==> config.mk <==
export PLATFORM = sky130hd
export DESIGN_NAME = sigscan_top
export DESIGN_NICKNAME = d
export VERILOG_FILES = /design/src/rtl/sigscan_pkg.sv /design/src/rtl/sigscan_cand_ctr.sv /design/src/rtl/sigscan_word_cmp.sv /design/src/rtl/sigscan_ctrl.sv /design/src/rtl/sigscan_top.sv
export SDC_FILE = /design/constraint.sdc
export NUM_CORES = 1
export LEC_CHECK = 0
export BUFFER_PORTS_ARGS = -buffer_cell sky130_fd_sc_hd__buf_2
export CORE_ASPECT_RATIO = 0.5
export CORE_UTILIZATION = 56
export CTS_CLUSTER_DIAMETER = 40
export DETAILED_ROUTE_END_ITERATION = 8
export PLACE_DENSITY_LB_ADDON = 0.1
export SLEW_MARGIN = 20
export SYNTH_ARGS = -nofsm -noshare
export SYNTH_HDL_FRONTEND = slang
export SYNTH_SLANG_ARGS = --single-unit
==> constraint.sdc <==
create_clock -name clk -period 5.3 [get_ports clk]
set_input_delay 0.795 -clock clk [delete_from_list [all_inputs] [get_ports clk]]
set_output_delay 0.795 -clock clk [all_outputs]
set_load 0.05 [all_outputs]
==> src/rtl/sigscan_pkg.sv <==
package sigscan_pkg;
  typedef enum logic [1:0] {
    ST_IDLE   = 2'd0,
    ST_SIG    = 2'd1,
    ST_PTR    = 2'd2,
    ST_FINISH = 2'd3
  } scan_state_t;
endpackage

==> src/rtl/sigscan_cand_ctr.sv <==
module sigscan_cand_ctr #(
  parameter int unsigned ADDR_W   = 20,
  parameter logic [ADDR_W-1:0] WIN_BASE = 20'hF0000,
  parameter logic [ADDR_W-1:0] WIN_LAST = 20'hFFFF0,
  parameter int unsigned STRIDE   = 16
) (
  input  logic              clk,
  input  logic              rst,
  input  logic              load,
  input  logic              adv,
  output logic [ADDR_W-1:0] cand,
  output logic [ADDR_W-1:0] cand_next,
  output logic              at_last
);
  localparam logic [ADDR_W-1:0] STEP = ADDR_W'(STRIDE);

  assign cand_next = cand + STEP;
  assign at_last   = (cand == WIN_LAST);

  always_ff @(posedge clk) begin
    if (rst)       cand <= WIN_BASE;
    else if (load) cand <= WIN_BASE;
    else if (adv)  cand <= cand_next;
  end
endmodule

==> src/rtl/sigscan_word_cmp.sv <==
module sigscan_word_cmp #(
  parameter int unsigned DATA_W = 32,
  parameter logic [DATA_W-1:0] SIGNATURE = 32'h5F504D5F
) (
  input  logic [DATA_W-1:0] word,
  output logic              hit
);
  localparam int unsigned NBYTES = DATA_W / 8;
  logic [NBYTES-1:0] byte_eq;

  for (genvar i = 0; i < NBYTES; i++) begin : g_byte
    assign byte_eq[i] = (word[8*i +: 8] == SIGNATURE[8*i +: 8]);
  end

  assign hit = &byte_eq;
endmodule

==> src/rtl/sigscan_ctrl.sv <==
module sigscan_ctrl
  import sigscan_pkg::*;
#(
  parameter int unsigned ADDR_W     = 20,
  parameter int unsigned DATA_W     = 32,
  parameter logic [ADDR_W-1:0] WIN_BASE = 20'hF0000,
  parameter int unsigned PTR_OFFSET = 4
) (
  input  logic              clk,
  input  logic              rst,
  input  logic              start,
  input  logic              rvalid,
  input  logic [DATA_W-1:0] rdata,
  input  logic              hit,
  input  logic [ADDR_W-1:0] cand,
  input  logic [ADDR_W-1:0] cand_next,
  input  logic              at_last,
  output logic              load,
  output logic              adv,
  output logic              mem_req,
  output logic [ADDR_W-1:0] mem_addr,
  output logic              busy,
  output logic              done,
  output logic              found,
  output logic [ADDR_W-1:0] match_addr,
  output logic [DATA_W-1:0] table_ptr
);
  localparam logic [ADDR_W-1:0] PTR_OFS = ADDR_W'(PTR_OFFSET);

  scan_state_t state;
  logic        launch;

  assign launch = start && (state == ST_IDLE || state == ST_FINISH);
  assign load   = launch;
  assign adv    = (state == ST_SIG) && rvalid && !hit && !at_last;

  always_ff @(posedge clk) begin
    if (rst) begin
      state      <= ST_IDLE;
      mem_req    <= 1'b0;
      mem_addr   <= '0;
      busy       <= 1'b0;
      done       <= 1'b0;
      found      <= 1'b0;
      match_addr <= '0;
      table_ptr  <= '0;
    end else begin
      mem_req <= 1'b0;
      case (state)
        ST_IDLE, ST_FINISH: begin
          if (launch) begin
            state      <= ST_SIG;
            mem_req    <= 1'b1;
            mem_addr   <= WIN_BASE;
            busy       <= 1'b1;
            done       <= 1'b0;
            found      <= 1'b0;
            match_addr <= '0;
            table_ptr  <= '0;
          end
        end
        ST_SIG: begin
          if (rvalid) begin
            if (hit) begin
              state      <= ST_PTR;
              mem_req    <= 1'b1;
              mem_addr   <= cand + PTR_OFS;
              match_addr <= cand;
            end else if (at_last) begin
              state <= ST_FINISH;
              busy  <= 1'b0;
              done  <= 1'b1;
            end else begin
              mem_req  <= 1'b1;
              mem_addr <= cand_next;
            end
          end
        end
        ST_PTR: begin
          if (rvalid) begin
            state     <= ST_FINISH;
            table_ptr <= rdata;
            found     <= 1'b1;
            busy      <= 1'b0;
            done      <= 1'b1;
          end
        end
        default: state <= ST_IDLE;
      endcase
    end
  end
endmodule

==> src/rtl/sigscan_top.sv <==
module sigscan_top #(
  parameter int unsigned ADDR_W     = 20,
  parameter int unsigned DATA_W     = 32,
  parameter logic [ADDR_W-1:0] WIN_BASE = 20'hF0000,
  parameter logic [ADDR_W-1:0] WIN_LAST = 20'hFFFF0,
  parameter int unsigned STRIDE     = 16,
  parameter int unsigned PTR_OFFSET = 4,
  parameter logic [DATA_W-1:0] SIGNATURE = 32'h5F504D5F
) (
  input  logic              clk,
  input  logic              rst,
  input  logic              start,
  output logic              mem_req,
  output logic [ADDR_W-1:0] mem_addr,
  input  logic [DATA_W-1:0] mem_rdata,
  input  logic              mem_rvalid,
  output logic              busy,
  output logic              done,
  output logic              found,
  output logic [ADDR_W-1:0] match_addr,
  output logic [DATA_W-1:0] table_ptr
);
  logic              load, adv, at_last, hit;
  logic [ADDR_W-1:0] cand, cand_next;

  sigscan_cand_ctr #(
    .ADDR_W(ADDR_W), .WIN_BASE(WIN_BASE), .WIN_LAST(WIN_LAST), .STRIDE(STRIDE)
  ) u_ctr (
    .clk(clk), .rst(rst), .load(load), .adv(adv),
    .cand(cand), .cand_next(cand_next), .at_last(at_last)
  );

  sigscan_word_cmp #(
    .DATA_W(DATA_W), .SIGNATURE(SIGNATURE)
  ) u_cmp (
    .word(mem_rdata), .hit(hit)
  );

  sigscan_ctrl #(
    .ADDR_W(ADDR_W), .DATA_W(DATA_W), .WIN_BASE(WIN_BASE), .PTR_OFFSET(PTR_OFFSET)
  ) u_ctrl (
    .clk(clk), .rst(rst), .start(start), .rvalid(mem_rvalid), .rdata(mem_rdata),
    .hit(hit), .cand(cand), .cand_next(cand_next), .at_last(at_last),
    .load(load), .adv(adv), .mem_req(mem_req), .mem_addr(mem_addr),
    .busy(busy), .done(done), .found(found),
    .match_addr(match_addr), .table_ptr(table_ptr)
  );
endmodule

-- After elaboration in Yosys (flattened, before gate mapping)
Index checks and enable logic that the tools add are counted.
- $lt $le $gt $ge: 0
- equal/unequal tests: 16
- divide/modulo/power cells: 0
- reduce and logical (&&, ||, !) cells: 18
- shifts and indexed selects: 0
- $mul: 0
- $add $sub $neg: 2
- bitwise operators: 0
- mux-type cells: 36
- operators by type and width (operator ; number):
    $mux W20 ; 7
    $pmux W20 S2 ; 2
    $mux W32 ; 2
    $pmux W32 S2 ; 1
    $eq A8 B7 Y1 const B ; 4
    $add A20 B3 Y20 const B ; 1
    $add A20 B5 Y20 const B ; 1
    $eq A20 B20 Y1 const B ; 1
    $reduce_and A4 Y1 ; 4
    $mux W1 ; 14
    $mux W2 ; 5
    $ne A2 B2 Y1 const B ; 4
    $pmux W1 S3 ; 2
    $pmux W2 S3 ; 1
    $reduce_and A5 Y1 ; 1
    $eq A2 B2 Y1 const B ; 2
    $logic_and A1 B1 Y1 ; 4
    $ne A2 B1 Y1 const B ; 2
    $pmux W1 S2 ; 2
    $reduce_bool A2 Y1 ; 2
    $reduce_or A2 Y1 ; 2
    $ne A3 B1 Y1 const B ; 1
    $ne A3 B2 Y1 const B ; 1
    $reduce_and A3 Y1 ; 1
    4 further kinds ; 5
- memory bits (writable): 0
- memory bits (read-only): 0
- memories: 0
- bits in registers: 98
- input bits: 36
- word-level logic and storage cells: 81
- bits in latches: 0
- output and inout port bits: 76

-- Logic depth before layout (Yosys ltp)
- depth after elaboration: 5
- gate-level depth with buffers: 10
- depth with buffers taken out: 7

-- Hierarchy
From an unflattened synthesis, not the netlist that was laid out.
- cell total of the unflattened synthesis: 589
- area total of the unflattened synthesis: 4865.9 um^2
- by module, submodules not included (module ; area each (um^2) ; times used ; seq. area each (um^2) ; cells an instance):
    sigscan_ctrl ; 3587.2 ; 1 ; 1561.5 ; 438
    sigscan_cand_ctr ; 1179.9 ; 1 ; 320.3 ; 140
    sigscan_word_cmp ; 98.8 ; 1 ; 0.0 ; 11

-- Worst setup path before layout
OpenSTA, ideal clock, no wires.
- path kind: input-to-reg
- start: input mem_rdata[31]
- end: register u_ctr.cand[5]
- path slack: 2.881 ns
- arrival: 2.292 ns
- stages: 7
- cells stage by stage: nand4bb_4 > or4_4 > buf_6 > o211ai_2 > buf_2 > mux2i_1 > nor2_1
- word-level cells in the longest chain between the ends: 5
- ends and longest elaborated chain (what ; RTL line ; text):
    start, declared ; sigscan_top.sv:15 ; input logic [DATA_W-1:0] mem_rdata,
    $eq A8 B7 Y1 ; sigscan_word_cmp.sv:12 ; assign byte_eq[i] = (word[8*i +: 8] == SIGNATURE[8*i +: 8]);
    $reduce_and A4 Y1 ; sigscan_word_cmp.sv:15 ; assign hit = &byte_eq;
    $logic_not A1 Y1 ; sigscan_ctrl.sv:35 ; assign adv = (state == ST_SIG) && rvalid && !hit && !at_last;
    $logic_and A1 B1 Y1 (2 in a row) ; sigscan_ctrl.sv:35 ;
    end signal, assigned ; sigscan_cand_ctr.sv:23 ; else if (adv) cand <= cand_next;
    end, declared ; sigscan_cand_ctr.sv:11 ; output logic [ADDR_W-1:0] cand,
Every way passes these cells.
A chain may end at the register's enable or synchronous reset.

-- Final worst setup path
- start: input mem_rdata[23]
- end: register u_ctrl.mem_addr[11]
- word-level cells in the longest chain between the ends: 5
- elaborated cells between the ends (all ways): 7
- those cells by class: 2 x eq/ne; 3 x mux; 2 x reduce/logical
- ends and longest elaborated chain (what ; RTL line ; text):
    $eq A8 B7 Y1 * ; sigscan_word_cmp.sv:12 ;
    $reduce_and A4 Y1 * ; sigscan_word_cmp.sv:15 ;
    $mux W20 ; sigscan_ctrl.sv:64 ; if (hit) begin
    $mux W20 ; sigscan_ctrl.sv:63 ; if (rvalid) begin
    $pmux W20 S2 ; sigscan_ctrl.sv:49 ; case (state)
    end signal, assigned ; sigscan_ctrl.sv:67 ; mem_addr <= cand + PTR_OFS;
    end signal, assigned ; sigscan_ctrl.sv:75 ; mem_addr <= cand_next;
    end, declared ; sigscan_ctrl.sv:21 ; output logic [ADDR_W-1:0] mem_addr,
Mark *: on every way between the ends. The rest lies on a longest branch, timed or not. The select of a mux whose other input is x is not followed.

==> reports/metrics.csv <==
metric,value,unit
cp-end-kind,register,
finalMaxSlewViolations,0,
hold_buffers,0,
num_vias,3624,
clk_pin_slew,60,ps
route.detailed.drc,0,
drive_gt1_share,24.81,%
routedWlPerCell,16.01,um
p_sw,746.6,uW
fin_util,72.44,%
finalSetupTns,0,ps
yosysSeqAreaShare,45.00,%
overflow,0,
grt_setup_unrepaired,no,
diodes,0,
fin_crit,3069,ps
max_freq,0.3258,GHz
synthesis.area,3870,sq um
clk-insertion-delay-late,340,ps
fin_cells,616,
p_clk_share,30.3,%
first_global_vias,3143,
placed_cell_area,4337,sq um
grt_pass1_wl,15770,um
dr.pass1.iters,5,
clock_skew,3.525,ps
tightest_slew,1099,ps
numPortBuffers,104,
initial_core_util,60.89,%
async_flop_share,0,%
die_h,60.78,um
place_inst,603,
syn_avg_cell_area,8.677,sq um
sw_frac_of_total,38.04,%
ys_ff_latch,87,
cp.arrival,3310,ps
setup_viol,0,
leakagePower,1.854,nW
cts_tree,built,
maxCapViolCount,0,
routed_wl,9863,um
final_area,4604,sq um
ios,112,
dieArea,7267,sq um
ys.flop_type,dfxtp_1,
antenna_found_initial,0,
cts_root_buf,clkbuf_16,
path_class,primary input to register,
cts-buffers-inserted,9,
grt_usage,28.65,%
htreeDepth,3,
drtIter0Drc,256,
postCtsSetupBuffers,0,
synth_top_area_cell,dfxtp_1,
dp_hpwl,6628,um
placementRows,20,
required,5540,ps
ys_types,54,
status,completed,
critPathMaxFanout,19,
whs,469.4,ps
syn_to_final_growth,18.98,%
synth_most_common_cell,dfxtp_1,
core_area,6356,sq um
viasPerCell,5.883,
hp-class,register to register,
synth_common_cells,"87 x dfxtp_1, 47 x a21oi_1, 39 x nor2_1",
seqPwrFrac,37.0,%
antenna_left,0,
r2r_setup_slack,2880,ps
ys_top_cells_by_area,"dfxtp_1 45%, a22oi_1 6.2%, a21oi_1 6.1%",
start_kind,primary input,
startpoint,mem_rdata[23],
final_net_count,565,
maxSlewHeadroom,26.74,%
hold_path_startpoint,u_ctrl.mem_addr[7]$_SDFFE_PP0P_,
grt_max_degree,63,
ir_worst_vdd,0.0001948,V
place.gp.congestion,0.8611,
netlist.area_leader.share,45.00,%
fin_crit_sh,57.91,%
die_w,119.6,um
finalHoldViolCount,0,
synth_enable_flop_cells,0,
p_int,1.216,mW
synthCells,446,
clockBufferDepth,2,
yosysWarnings,0,
cts_resized,0,
rr_startpoint,u_ctrl.state[1]$_SDFFE_PP0P_,
p_comb_share,32.8,%
power_density,426.3,nW/um^2
clock-sinks,87,
## layout make-up
class | instances | area, sq um
Clock buffer | 11 | 232.7
Clock inverter | 2 | 35.03
Fill cell | 503 | 1752
Inverter | 11 | 41.29
Multi-Input combinational cell | 309 | 1893
Sequential cell | 87 | 1742
Tap cell | 88 | 110.1
Timing Repair Buffer | 108 | 550.5
## placed cells by master, fill, tap and decap left out, drive strengths merged, types with 3 or more instances in the layout
cell | synthesis | layout
a211oi | 3 | 3
a21oi | 47 | 47
a22oi | 32 | 32
a31oi | 3 | 3
and3 | 6 | 6
and4 | 4 | 4
buf | 18 | 108
clkbuf | 27 | 11
conb | 1 | 7
dfxtp | 87 | 87
ha | 3 | 3
inv | 10 | 10
nand2 | 32 | 32
nand3 | 11 | 11
nand4 | 9 | 9
nor2 | 39 | 39
nor4 | 3 | 3
o211ai | 6 | 6
o21ai | 36 | 36
o31ai | 5 | 5
o32ai | 10 | 10
or3 | 12 | 12
or4 | 4 | 4
xnor2 | 12 | 12
xor2 | 3 | 3
## metrics by stage
| stage | power (mW) | worst slack [ps] |
|---|---|---|
| 5_1_grt | 2.054 | 1992 |
| 2_1_floorplan | 1.213 | 2881 |
| 6_report | 1.963 | 2231 |
| 3_5_place_dp | 1.375 | 1942 |
| 3_3_place_gp | 1.371 | 2084 |
| 4_1_cts | 1.966 | 2292 |
## registers in the layout, indices dropped and copies added (netlist names)
signal	cells
u_ctr.cand	16
u_ctrl.busy	1
u_ctrl.done	1
u_ctrl.found	1
u_ctrl.match_addr	16
u_ctrl.mem_addr	17
u_ctrl.mem_req	1
u_ctrl.state	2
u_ctrl.table_ptr	32
## per-layer routing
layer / up-vias / part of all wire [%] / global-route usage [%]
li1: 1766 / - / -
met1: 1686 / 46 / 39.76
met2: 156 / 44 / 41.95
met3: 16 / 8.5 / 8.553
met4: 0 / 1.7 / 11.96
met5: - / 0 / 0
## final timing paths
| kind | endpoint | cells past startpoint |
|---|---|---|
| max | u_ctrl.mem_addr[11]$_SDFFE_PP0P_ | 6 |
| min | u_ctrl.mem_addr[7]$_SDFFE_PP0P_ | 2 |
| max reg2reg | u_ctrl.mem_addr[11]$_SDFFE_PP0P_ | 7 |
| min reg2reg | u_ctrl.mem_addr[7]$_SDFFE_PP0P_ | 2 |
## critical path: stages
cell and delay [ps]:
buf_2 100, nand4bb_1 290, nor4_4 870, and3_1 750
o21ai_1 310, o32ai_1 180
## logic make-up after synthesis
| logic type | share of synthesized area [%] |
|---|---|
| buffers and inverters | 6.693 |
| and+or+nand+nor | 18.59 |
| muxes | 0.5173 |
| AOI/OAI and AO/OA | 24.73 |
| other | 0.09690 |
| xor gates and xnor gates | 3.395 |
| DFF | 45.00 |
| adders and majority gates | 0.9700 |
## power by group through the flow
stage	registers (mW)	clock network (mW)	logic (mW)
after global placement	0.738	0	0.633
after detailed placement	0.738	0	0.636
final	0.726	0.594	0.643
after floorplan	0.865	0	0.348
after CTS	0.726	0.602	0.637
after global routing	0.730	0.629	0.695
Note: power is estimated with default switching activity, not from simulation.
